**config.mk**
```make
export PLATFORM = sky130hd
export DESIGN_NAME = hdlc_irq_ctrl
export DESIGN_NICKNAME = d
export VERILOG_FILES = /design/src/rtl/hdlc_irq_pkg.sv /design/src/rtl/hdlc_irq_flag.sv /design/src/rtl/hdlc_irq_es_latch.sv /design/src/rtl/hdlc_irq_tx_timer.sv /design/src/rtl/hdlc_irq_ctrl.sv
export SDC_FILE = /design/constraint.sdc
export NUM_CORES = 1
export LEC_CHECK = 0
export BUFFER_PORTS_ARGS = -buffer_cell sky130_fd_sc_hd__buf_2
export CORE_AREA = 2 2 41 43
export CTS_BUF_LIST = sky130_fd_sc_hd__clkbuf_4 sky130_fd_sc_hd__clkbuf_8
export DETAILED_ROUTE_END_ITERATION = 10
export DIE_AREA = 0 0 43 45
export HOLD_SLACK_MARGIN = 0.1
export MAX_ROUTING_LAYER = met4
export PLACE_DENSITY = 0.8
export SLEW_MARGIN = 20
export SYNTH_ARGS = -nofsm -noshare
export SYNTH_HDL_FRONTEND = slang
export SYNTH_SLANG_ARGS = --single-unit
```
**constraint.sdc**
```tcl
create_clock -name clk -period 3.8 [get_ports clk]
set_clock_uncertainty 0.2 [all_clocks]
set_input_delay 0.76 -clock clk [delete_from_list [all_inputs] [get_ports clk]]
set_output_delay 0.76 -clock clk [all_outputs]
set_load 0.03 [all_outputs]
```
**src/rtl/hdlc_irq_pkg.sv**
```systemverilog
package hdlc_irq_pkg;
  // Control register bit positions (the write-1-to-clear layout software uses)
  localparam int unsigned CLR_SP_BIT  = 7;
  localparam int unsigned CLR_ES_BIT  = 6;
  localparam int unsigned CLR_CRC_BIT = 2;
  localparam int unsigned CLR_RX_BIT  = 1;
  localparam int unsigned CLR_TX_BIT  = 0;

  // Index of each simple flag inside the shared flag vector
  localparam int unsigned FL_SP  = 0;
  localparam int unsigned FL_CRC = 1;
  localparam int unsigned FL_RX  = 2;
  localparam int unsigned FL_TX  = 3;
  localparam int unsigned FL_NUM = 4;

  typedef enum logic {
    TXW_IDLE = 1'b0,
    TXW_WAIT = 1'b1
  } txw_state_e;
endpackage

```
**src/rtl/hdlc_irq_flag.sv**
```systemverilog
module hdlc_irq_flag #(
  parameter int unsigned N = 4
) (
  input  logic         clk,
  input  logic         rst_n,
  input  logic [N-1:0] set_i,
  input  logic [N-1:0] clr_i,
  output logic [N-1:0] q_o
);
  logic [N-1:0] q_nxt;

  // A set pulse wins over a clear in the same cycle
  always_comb begin
    for (int i = 0; i < N; i++) begin
      q_nxt[i] = set_i[i] | (q_o[i] & ~clr_i[i]);
    end
  end

  always_ff @(posedge clk or negedge rst_n) begin
    if (!rst_n) q_o <= '0;
    else        q_o <= q_nxt;
  end
endmodule

```
**src/rtl/hdlc_irq_es_latch.sv**
```systemverilog
module hdlc_irq_es_latch #(
  parameter int unsigned CAUSE_W = 4
) (
  input  logic               clk,
  input  logic               rst_n,
  input  logic               ev_i,
  input  logic [CAUSE_W-1:0] cause_i,
  input  logic               release_i,
  output logic               held_o,
  output logic [CAUSE_W-1:0] cause_o
);
  logic               held_nxt;
  logic               capture;
  logic [CAUSE_W-1:0] cause_nxt;

  // An event is accepted when the latch is free or being released this cycle
  always_comb begin
    capture   = ev_i & (~held_o | release_i);
    held_nxt  = capture | (held_o & ~release_i);
    cause_nxt = capture ? cause_i : cause_o;
  end

  always_ff @(posedge clk or negedge rst_n) begin
    if (!rst_n) begin
      held_o  <= 1'b0;
      cause_o <= '0;
    end else begin
      held_o <= held_nxt;
      if (capture) cause_o <= cause_nxt;
    end
  end
endmodule

```
**src/rtl/hdlc_irq_tx_timer.sv**
```systemverilog
module hdlc_irq_tx_timer
  import hdlc_irq_pkg::*;
#(
  parameter int unsigned LVL_W = 5
) (
  input  logic             clk,
  input  logic             rst_n,
  input  logic             crc_start_i,
  input  logic             crc2_done_i,
  input  logic             txq_wr_i,
  input  logic [LVL_W-1:0] level_i,
  input  logic [LVL_W-1:0] thresh_i,
  output logic             tx_set_o
);
  logic       win_q, win_nxt;
  logic       refill_q, refill_nxt;
  txw_state_e st_q, st_nxt;
  logic       drained;

  always_comb begin
    drained = (level_i <= thresh_i);

    win_nxt = win_q;
    if (crc_start_i)      win_nxt = 1'b1;
    else if (crc2_done_i) win_nxt = 1'b0;

    refill_nxt = refill_q;
    if (crc_start_i || crc2_done_i) refill_nxt = 1'b0;
    else if (win_q && txq_wr_i)     refill_nxt = 1'b1;

    st_nxt   = st_q;
    tx_set_o = 1'b0;
    if (crc2_done_i && !refill_q) begin
      tx_set_o = 1'b1;
    end
    if (st_q == TXW_WAIT && drained) begin
      tx_set_o = 1'b1;
      st_nxt   = TXW_IDLE;
    end
    if (crc2_done_i && refill_q) st_nxt = TXW_WAIT;
  end

  always_ff @(posedge clk or negedge rst_n) begin
    if (!rst_n) begin
      win_q    <= 1'b0;
      refill_q <= 1'b0;
      st_q     <= TXW_IDLE;
    end else begin
      win_q    <= win_nxt;
      refill_q <= refill_nxt;
      st_q     <= st_nxt;
    end
  end
endmodule

```
**src/rtl/hdlc_irq_ctrl.sv**
```systemverilog
module hdlc_irq_ctrl
  import hdlc_irq_pkg::*;
#(
  parameter int unsigned CAUSE_W = 4,
  parameter int unsigned LVL_W   = 5,
  parameter int unsigned REG_W   = 8
) (
  input  logic               clk,
  input  logic               rst_n,
  input  logic               ev_sp_i,
  input  logic               ev_crc_err_i,
  input  logic               ev_es_i,
  input  logic [CAUSE_W-1:0] es_cause_i,
  input  logic               ev_rx_i,
  input  logic               ev_crc_start_i,
  input  logic               ev_crc2_done_i,
  input  logic               txq_wr_i,
  input  logic [LVL_W-1:0]   txq_level_i,
  input  logic [LVL_W-1:0]   txq_thresh_i,
  input  logic               reg_wr_i,
  input  logic [REG_W-1:0]   reg_wdata_i,
  output logic               sp_req_o,
  output logic               es_req_o,
  output logic               rx_req_o,
  output logic               tx_req_o,
  output logic               crc_err_o,
  output logic [CAUSE_W-1:0] es_cause_o,
  output logic               irq_o
);
  logic [REG_W-1:0]  clr_bits;
  logic [FL_NUM-1:0] fl_set, fl_clr, fl_q;
  logic              tx_set;

  always_comb begin
    clr_bits        = reg_wr_i ? reg_wdata_i : '0;
    fl_set          = '0;
    fl_clr          = '0;
    fl_set[FL_SP]   = ev_sp_i;
    fl_set[FL_CRC]  = ev_crc_err_i;
    fl_set[FL_RX]   = ev_rx_i;
    fl_set[FL_TX]   = tx_set;
    fl_clr[FL_SP]   = clr_bits[CLR_SP_BIT];
    fl_clr[FL_CRC]  = clr_bits[CLR_CRC_BIT];
    fl_clr[FL_RX]   = clr_bits[CLR_RX_BIT];
    fl_clr[FL_TX]   = clr_bits[CLR_TX_BIT];
  end

  hdlc_irq_flag #(.N(FL_NUM)) u_flags (
    .clk   (clk),
    .rst_n (rst_n),
    .set_i (fl_set),
    .clr_i (fl_clr),
    .q_o   (fl_q)
  );

  hdlc_irq_es_latch #(.CAUSE_W(CAUSE_W)) u_es (
    .clk       (clk),
    .rst_n     (rst_n),
    .ev_i      (ev_es_i),
    .cause_i   (es_cause_i),
    .release_i (clr_bits[CLR_ES_BIT]),
    .held_o    (es_req_o),
    .cause_o   (es_cause_o)
  );

  hdlc_irq_tx_timer #(.LVL_W(LVL_W)) u_tx (
    .clk         (clk),
    .rst_n       (rst_n),
    .crc_start_i (ev_crc_start_i),
    .crc2_done_i (ev_crc2_done_i),
    .txq_wr_i    (txq_wr_i),
    .level_i     (txq_level_i),
    .thresh_i    (txq_thresh_i),
    .tx_set_o    (tx_set)
  );

  always_comb begin
    sp_req_o  = fl_q[FL_SP];
    crc_err_o = fl_q[FL_CRC];
    rx_req_o  = fl_q[FL_RX];
    tx_req_o  = fl_q[FL_TX];
    irq_o     = sp_req_o | es_req_o | rx_req_o | tx_req_o;
  end
endmodule

```
* Word level (Yosys, flattened, before mapping)
Index checks and enable logic that the tools add are counted. Widths: inputs -> output; s select.
Storage, ports and cells: register bits after elaboration 12, memory bits (read-only) 0, latch bits 0, bits in writable memories 0, output and inout port bits 10, input port bits 32, memories kept 0, logic and storage cells 46
Operators by class: add/subtract/negate cells 0, bitwise gates (word level) 21, multipliers 0, equal/unequal tests 0, multiplexer cells 9, magnitude comparators 1, shifts and indexed selects 0, divide/modulo/power cells 0, reductions and logical operators 9
Operator list (count):
- $or 1x1->1 | 9
- $mux 1 | 8
- $mux 8 | 1
- $and 1x1->1 | 6
- $not 1->1 | 6
- $reduce_bool 2->1 | 3
- $le 5x5->1 | 1
- $logic_and 1x1->1 | 4
- $logic_not 1->1 | 1
- $logic_or 1x1->1 | 1

* Depth between registers and ports, before layout
Gate-level depths: netlist (run 1).
depth in word-level cells 5, depth in mapped cells 5, mapped depth without buffers 5

* Cells and area by module
A second synthesis (run 1) with hierarchy kept.
Second synthesis, totals: cells, all modules 61, area, all modules 679.4 um2
By module, submodules not included:
- hdlc_irq_tx_timer | cells an instance 31, times used 1, seq. area each 75.1 um2, area each 277.8 um2
- hdlc_irq_es_latch | cells an instance 12, times used 1, seq. area each 125.1 um2, area each 217.7 um2
- hdlc_irq_flag | cells an instance 12, times used 1, seq. area each 100.1 um2, area each 145.1 um2
- hdlc_irq_ctrl | cells an instance 6, times used 1, seq. area each 0.0 um2, area each 38.8 um2

* Worst setup path before layout (run 1)
OpenSTA, ideal clock, no wires.
path kind register -> output, from register u_es.held_o, to output port irq_o, data required time 2840 ps, arrival time 1219 ps, slack 1621 ps, stages on the path, launching flop included 2, buffers on the path 0, cell sequence dfrtp_1 or4_1
Between the ends: longest elaborated chain between the ends 3
Ends and longest elaborated chain:
- start, declared | RTL line hdlc_irq_es_latch.sv:9 | output logic held_o,
- start signal, assigned | RTL line hdlc_irq_es_latch.sv:28 | held_o <= held_nxt;
- $or 1x1->1 (3 in a row) | RTL line hdlc_irq_ctrl.sv:82 | irq_o = sp_req_o | es_req_o | rx_req_o | tx_req_o;
- end, declared | RTL line hdlc_irq_ctrl.sv:28 | output logic irq_o
No other way between the ends.

* Worst setup path after layout (run 1)
Ends and elaborated chain as after synthesis.

==> summary.txt, run 1 <==
Die
  • Die Y: 45 um
  • Number of placement rows: 14
  • Core region area: roughly 1500 um^2
  • Die X: 43 um
  • Die Area: 1935 um^2
  • Starting Density: 0.4303
  • I/O pins: 42

Clocking
  • Post_cts resized: 0
  • Inserted Clock Buffers: 3
  • # Post-CTS Setup Buffers: 0
  • # hold bufs at CTS: 0
  • Clk_lat worst skew: 0.27 ns
  • Htree depth: 1
  • CTS root buf: clkbuf_4
  • Clock-pin slew on the worst setup and hold paths: 0.08 ns
  • TritonCTS clock tree: done
  • CTS Sinks: 12
  • Clock buffer depth: 2

Place
  • HPWL Detailed: between 1000 and 1500 um
  • Port Buffer Count: 38
  • Global placement routability congestion: between 0.6 and 0.7

Timing
  • RSZ-0062 raised after global routing: false
  • Max-Slew Margin vs Limit: 0.8209
  • Final setup viols: 0
  • Max-slew violations: 0
  • Tcrit/Tclk final: 0.6202
  • Measured slew at the worst slew-check pin: 0.2687 ns
  • FMAX: 0.4243 GHz
  • Crit path time final: 2.357 ns
  • Fin Setup TNS: 0 ns
  • Fin. Hold Viols: 0

Routing
  • Drt first pass iters: 4
  • Routed vias: 575
  • DRT iter0 DRCs: 8
  • Routed vias/inst: approximately 5
  • ANT nets after route: 0
  • Avg WL per Cell: 12.04 um
  • DRT Wirelength: 1385 um
  • DRC Markers: 0

Final layout
  • Nets: 137
  • Most common cell after layout, fill and taps aside: buf_2
  • Most frequent cells in the layout: 38 x buf_2, 12 x dfrtp_1, 7 x inv_1
  • # fillers: 134
  • Area grow syn2layout: 38.93%
  • Ant. Diodes: 0
  • Share of cells above drive strength 1: 0.4949

Setup path
  • Critical path's slowest cell: or4_1
  • Critical Path Max Stage Delay: roughly 0.52 ns
  • Crit path kind: flop to output port
  • Kind of end point of the critical path: output port
  • Crit-path max FO: 4
  • Cells along the critical path: or4_1, buf_2
  • Startpoint types: flop
  • CP top delay family: simple AND/OR/NAND/NOR gates
  • Critical Path RT: 2.84 ns
  • R2R Setup Slk: 2.47 ns
  • Worst Path Arrival: 1.40 ns
  • Number of buffers and inverters on the critical path: 1
  • Reg2reg start: u_tx.st_q
  • Worst setup startpoint: u_es.held_o

Status
  • Outcome: finished, final reports clean

Power
  • Power Density: around 390 nW/um^2
  • Peak VDD IR: 234.8 uV
  • Static Leak: around 0.00048 uW
  • Power, Total: 346.2 uW

Global route
  • Overflow after GRT: 0
  • Total Routing Usage GR: 0.1655
  • First-pass GRT wire length: 2249 um
  • Largest net degree at the start of global routing: 13
  • Initial antenna violation count: 0
  • Vias in the first global route: between 500 and 600

Synthesis
  • Syn Inst Count: 57
  • Flop and latch count out of synthesis: 12
  • Syn_nets: 94
  • Avg Inst Size Synth: 11.11 um^2
  • Mapped Area: roughly 630 um^2
  • Syn. warnings: 0
  • Seq/Total Area, Yosys: 0.4743
  • Post-synth cell types: 21

Job
  • Max-Cap Viols: 0

Min path
  • HP Class: input pin to async pin
==> path summary, 6_finish.rpt <==
check / end / depth (start not counted)
max reg2reg: u_flags.q_o[3] / 3
min: u_es.held_o / 1
min in group clk: u_flags.q_o[1] / 1
min reg2reg: u_flags.q_o[1] / 1
max in group asynchronous: u_es.cause_o[0] / 1
max: irq_o / 2
==> power by group <==
group	internal (uW)	switching (uW)	total, uW
clock	58.2	42.3	101
sequential	142	8.18	150
combinational	42.9	53.0	95.9
total	243	104	346
==> worst reg2reg max path, cell delays in order (launching register included) <==
cell and delay [ns]:
dfrtp_1 0.39, and3_1 0.17, a221oi_1 0.27, o21ai_0 0.16
==> routing by layer <==
metal | routed length, um | global-route usage | vias up
met2 | 768 | 0.3000 | 22
met1 | 516 | 0.1637 | 267
met4 | 10 | 0.09091 | 0
met5 | 0 | - | -
met3 | 90 | 0.04000 | 2
li1 | - | - | 284
==> cell families after synthesis <==
kind of cell | share of synthesized area
buffers and inverters | 0.04151
AO/OA/AOI/OAI | 0.1897
AND/OR/NAND/NOR | 0.1008
multiplexers | 0.09487
adder cells (fa/ha/maj) | 0.09881
flip-flops | 0.4743
==> synthesized netlist by cell type <==
master    number  area [um^2]
a21o_1         4        30.03
or4_1          1        7.510
mux2_4         4        60.06
ha_1           5        62.56
a221oi_1       1        8.760
o21a_1         1        7.510
o211ai_1       1        7.510
a41oi_1        1        8.760
nor2_1         1        3.750
nor3_1         1        5.000
nand2_2        1        6.260
a21boi_0       1        7.510
dfrtp_1       12        300.3
a21oi_1        4        20.02
inv_1          7        26.28
o21ai_0        1        5.000
nand2_1        6        22.52
and3_1         2        12.51
a21bo_4        1        16.27
a21o_2         1        8.760
nand2b_1       1        6.260
==> per-stage QoR <==
step                      utilization  hold WS [ns]  instance area (um^2)  worst slack, ns  cells
after floorplan                     -        0.2534                 633.1            1.621     57
after global placement         0.5731        0.2541                 843.3            1.737    111
after detailed placement       0.5731        0.2735                 843.3            1.646    111
after CTS                      0.5978        0.1509                 879.6            1.426    115
after global routing           0.5978        0.1600                 879.6            1.388    115
final                          0.5978        0.1499                 879.6            1.443    115
==> registers in the layout, summed over array words and instances (netlist names) <==
name and flops:
u_tx.refill_q 1, u_es.held_o 1, u_tx.win_q 1, u_es.cause_o 4, u_tx.st_q 1, u_flags.q_o 4
==> layout make-up <==
type                            count  area, um^2  share of cell area
Tap cell                           16       20.02             0.02276
Sequential cell                    12       300.3              0.3414
Multi-Input combinational cell     38       306.5              0.3485
Inverter                            7       26.28             0.02987
Clock buffer                        4       36.28             0.04125
Timing Repair Buffer               38       190.2              0.2162
No activity file was read; power rests on OpenSTA's default activity.
==> run 2, diff against run 1 <==
Settings changed: CORE_AREA 2 2 41 43 to 2 2 44 46, DIE_AREA 0 0 43 45 to 0 0 46 48, PLACE_DENSITY 0.8 to 0.74.
Clock period 3.8 ns to 2.1 ns, I/O delays scaled along.
==> run 2 against run 1 <==
Core utilization is 7.9 points lower. First-iteration DRC count decreased by 63%. Cell count grew 0.87%. Design area fell by 0.28%. Power is 67% higher. Critical path depth unchanged. Worst setup slack got worse by 1.3 ns. Sequential share of layout area is 0.097 points higher. Critical endpoint unchanged. Largest power group unchanged. Highest routed layer unchanged.
==> summary.txt, run 2 (synthesized netlist as in run 1, its figures left out) <==
Setup path
  • Crit-path max FO: 4 (unchanged)
  • Worst Path Arrival: 1.38 ns (was 1.40 ns)
  • R2R depth: 2 (was 3)
  • Startpoint types: flop (unchanged)
  • Critical Path Max Stage Delay: 0.51 ns (was 0.52 ns)
  • Critical path's slowest cell: or4_1 (unchanged)
  • Cells along the critical path: or4_1, buf_2 (unchanged)
  • R2R Setup Slk: 0.82 ns (was 2.47 ns)
  • Kind of end point of the critical path: output port (unchanged)
  • Crit path kind: flop to output port (unchanged)
  • Critical Path RT: 1.48 ns (was 2.84 ns)

Final layout
  • Nets: 138 (was 137)
  • Area grow syn2layout: 38.54% (was 38.93%)
  • Most common cell after layout, fill and taps aside: buf_2 (unchanged)
  • Share of cells above drive strength 1: 0.4848 (was 0.4949)
  • Post-layout util: 0.5193 (was 0.5978)
  • Most frequent cells in the layout: 38 x buf_2, 12 x dfrtp_1, 7 x inv_1 (unchanged)
  • Design Area, Final: 877.1 um^2 (was 879.6 um^2)
  • Ant. Diodes: 0 (unchanged)
  • Top Registers: u_es.cause_o x4, u_flags.q_o x4 (unchanged)
  • Fin cells: 116 (was 115)

Place
  • Port Buffer Count: 38 (unchanged)
  • Global placement routability congestion: 0.7450 (was 0.6678)
  • HPWL Detailed: 1096 um (was 1154 um)
  • DP Area: 844.6 um^2 (was 843.3 um^2)
  • Placed cells: 112 (was 111)

Routing
  • DRT Wirelength: 1366 um (was 1385 um)
  • Avg WL per Cell: 11.78 um (was 12.04 um)
  • Routed vias: 554 (was 575)
  • Drt first pass iters: 4 (unchanged)
  • ANT nets after route: 0 (unchanged)
  • Routed vias/inst: 4.776 (was 5.000)
  • DRT iter0 DRCs: 3 (was 8)
  • DRC Markers: 0 (unchanged)

Global route
  • Vias in the first global route: 480 (was 567)
  • Initial antenna violation count: 0 (unchanged)
  • First-pass GRT wire length: 1925 um (was 2249 um)
  • Overflow after GRT: 0 (unchanged)
  • Largest net degree at the start of global routing: 13 (unchanged)
  • Total Routing Usage GR: 0.1310 (was 0.1655)

Die
  • Die Area: 2208 um^2 (was 1935 um^2)
  • Number of placement rows: 15 (was 14)
  • Die Y: 48 um (was 45 um)
  • Die X: 46 um (was 43 um)
  • I/O pins: 42 (unchanged)
  • Starting Density: 0.3748 (was 0.4303)
  • Core region area: 1689 um^2 (was 1471 um^2)

Clocking
  • TritonCTS clock tree: done (unchanged)
  • CTS Sinks: 12 (unchanged)
  • Clock-pin slew on the worst setup and hold paths: 0.06 ns (was 0.08 ns)
  • Inserted Clock Buffers: 3 (unchanged)
  • # hold bufs at CTS: 1 (was 0)
  • Clk_lat worst skew: 0.26 ns (was 0.27 ns)
  • CTS root buf: clkbuf_4 (unchanged)
  • Htree depth: 1 (unchanged)
  • Post_cts resized: 0 (unchanged)
  • # Post-CTS Setup Buffers: 0 (unchanged)
  • Clock buffer depth: 2 (unchanged)

Power
  • Pint: 401.2 uW (was 242.6 uW)
  • Power, Total: 578.0 uW (was 346.2 uW)
  • Comb power frac: 0.300 (was 0.277)
  • Peak VDD IR: 375.7 uV (was 234.8 uV)
  • Clock network power share: 0.230 (was 0.290)
  • Switching Fraction: 0.3059 (was 0.2991)
  • Share of power burned in registers: 0.470 (was 0.433)
  • Power Density: 658.9 nW/um^2 (was 393.5 nW/um^2)
  • Net Sw Power: 176.8 uW (was 103.5 uW)
  • Static Leak: 0.0004804 uW (was 0.0004834 uW)

Min path
  • Hold path cells: 2
  • HP Class: input pin to flop (was input pin to async pin)

Timing
  • Fin. Hold Viols: 0 (unchanged)
  • RSZ-0062 raised after global routing: false (unchanged)
  • Max-Slew Margin vs Limit: 0.8248 (was 0.8209)
  • Measured slew at the worst slew-check pin: 0.2628 ns (was 0.2687 ns)
  • Fin Setup TNS: 0 ns (unchanged)
  • FMAX: 0.5011 GHz
  • Crit path time final: 1.995 ns
  • Tcrit/Tclk final: 0.9502
  • Final setup viols: 0 (unchanged)
  • Max-slew violations: 0 (unchanged)

Job
  • Max-Cap Viols: 0 (unchanged)

Status
  • Outcome: finished, final reports clean (unchanged)
-- run 2: routing by layer --
layer / track usage / vias up / part of all wire
met5: - / - / 0
met4: 0.05143 / 0 / 0.012
met3: 0.05660 / 2 / 0.062
met2: 0.2222 / 21 / 0.51
met1: 0.1329 / 244 / 0.41
li1: - / 287 / -
-- run 2: worst paths after layout --
check                               startpoint              end
max in group asynchronous                rst_n  u_es.cause_o[3]
worst min-delay path            ev_crc_start_i    u_tx.refill_q
worst min register to register  u_flags.q_o[1]   u_flags.q_o[1]
min in group asynchronous                rst_n  u_es.cause_o[0]
worst max-delay path               u_es.held_o            irq_o
worst max register to register     u_es.held_o  u_es.cause_o[3]
-- run 2: worst max-delay path: cells and delay by family (launching register included) --
kind / cells / cell delay (ns)
flops: 1 / 0.41
buf+inv: 1 / 0.19
simple gates: 1 / 0.51
-- run 2: stage by stage --
stage               hold WS, ns  setup WS (ns)
global route             0.1211        0.04517
CTS                      0.1164        0.09658
finish                   0.1239         0.1045
floorplan              -0.07559         0.2608
detailed placement       0.1074         0.3522
global placement         0.1052         0.3722
-- run 2: layout make-up --
| class | count | area (um^2) |
|---|---|---|
| Inverter | 7 | 26.28 |
| Sequential cell | 12 | 300.3 |
| Timing Repair Buffer | 39 | 200.2 |
| Tap cell | 17 | 21.27 |
| Fill cell | 161 | 812.0 |
| Clock buffer | 3 | 22.52 |
| Multi-Input combinational cell | 38 | 306.5 |
-- run 2: power by group through the flow --
stage | clock (uW) | sequential (uW) | combinational [uW]
floorplan | 0 | 320 | 61.6
global placement | 0 | 274 | 171
detailed placement | 0 | 275 | 174
CTS | 139 | 272 | 175
global route | 151 | 274 | 189
finish | 133 | 272 | 173
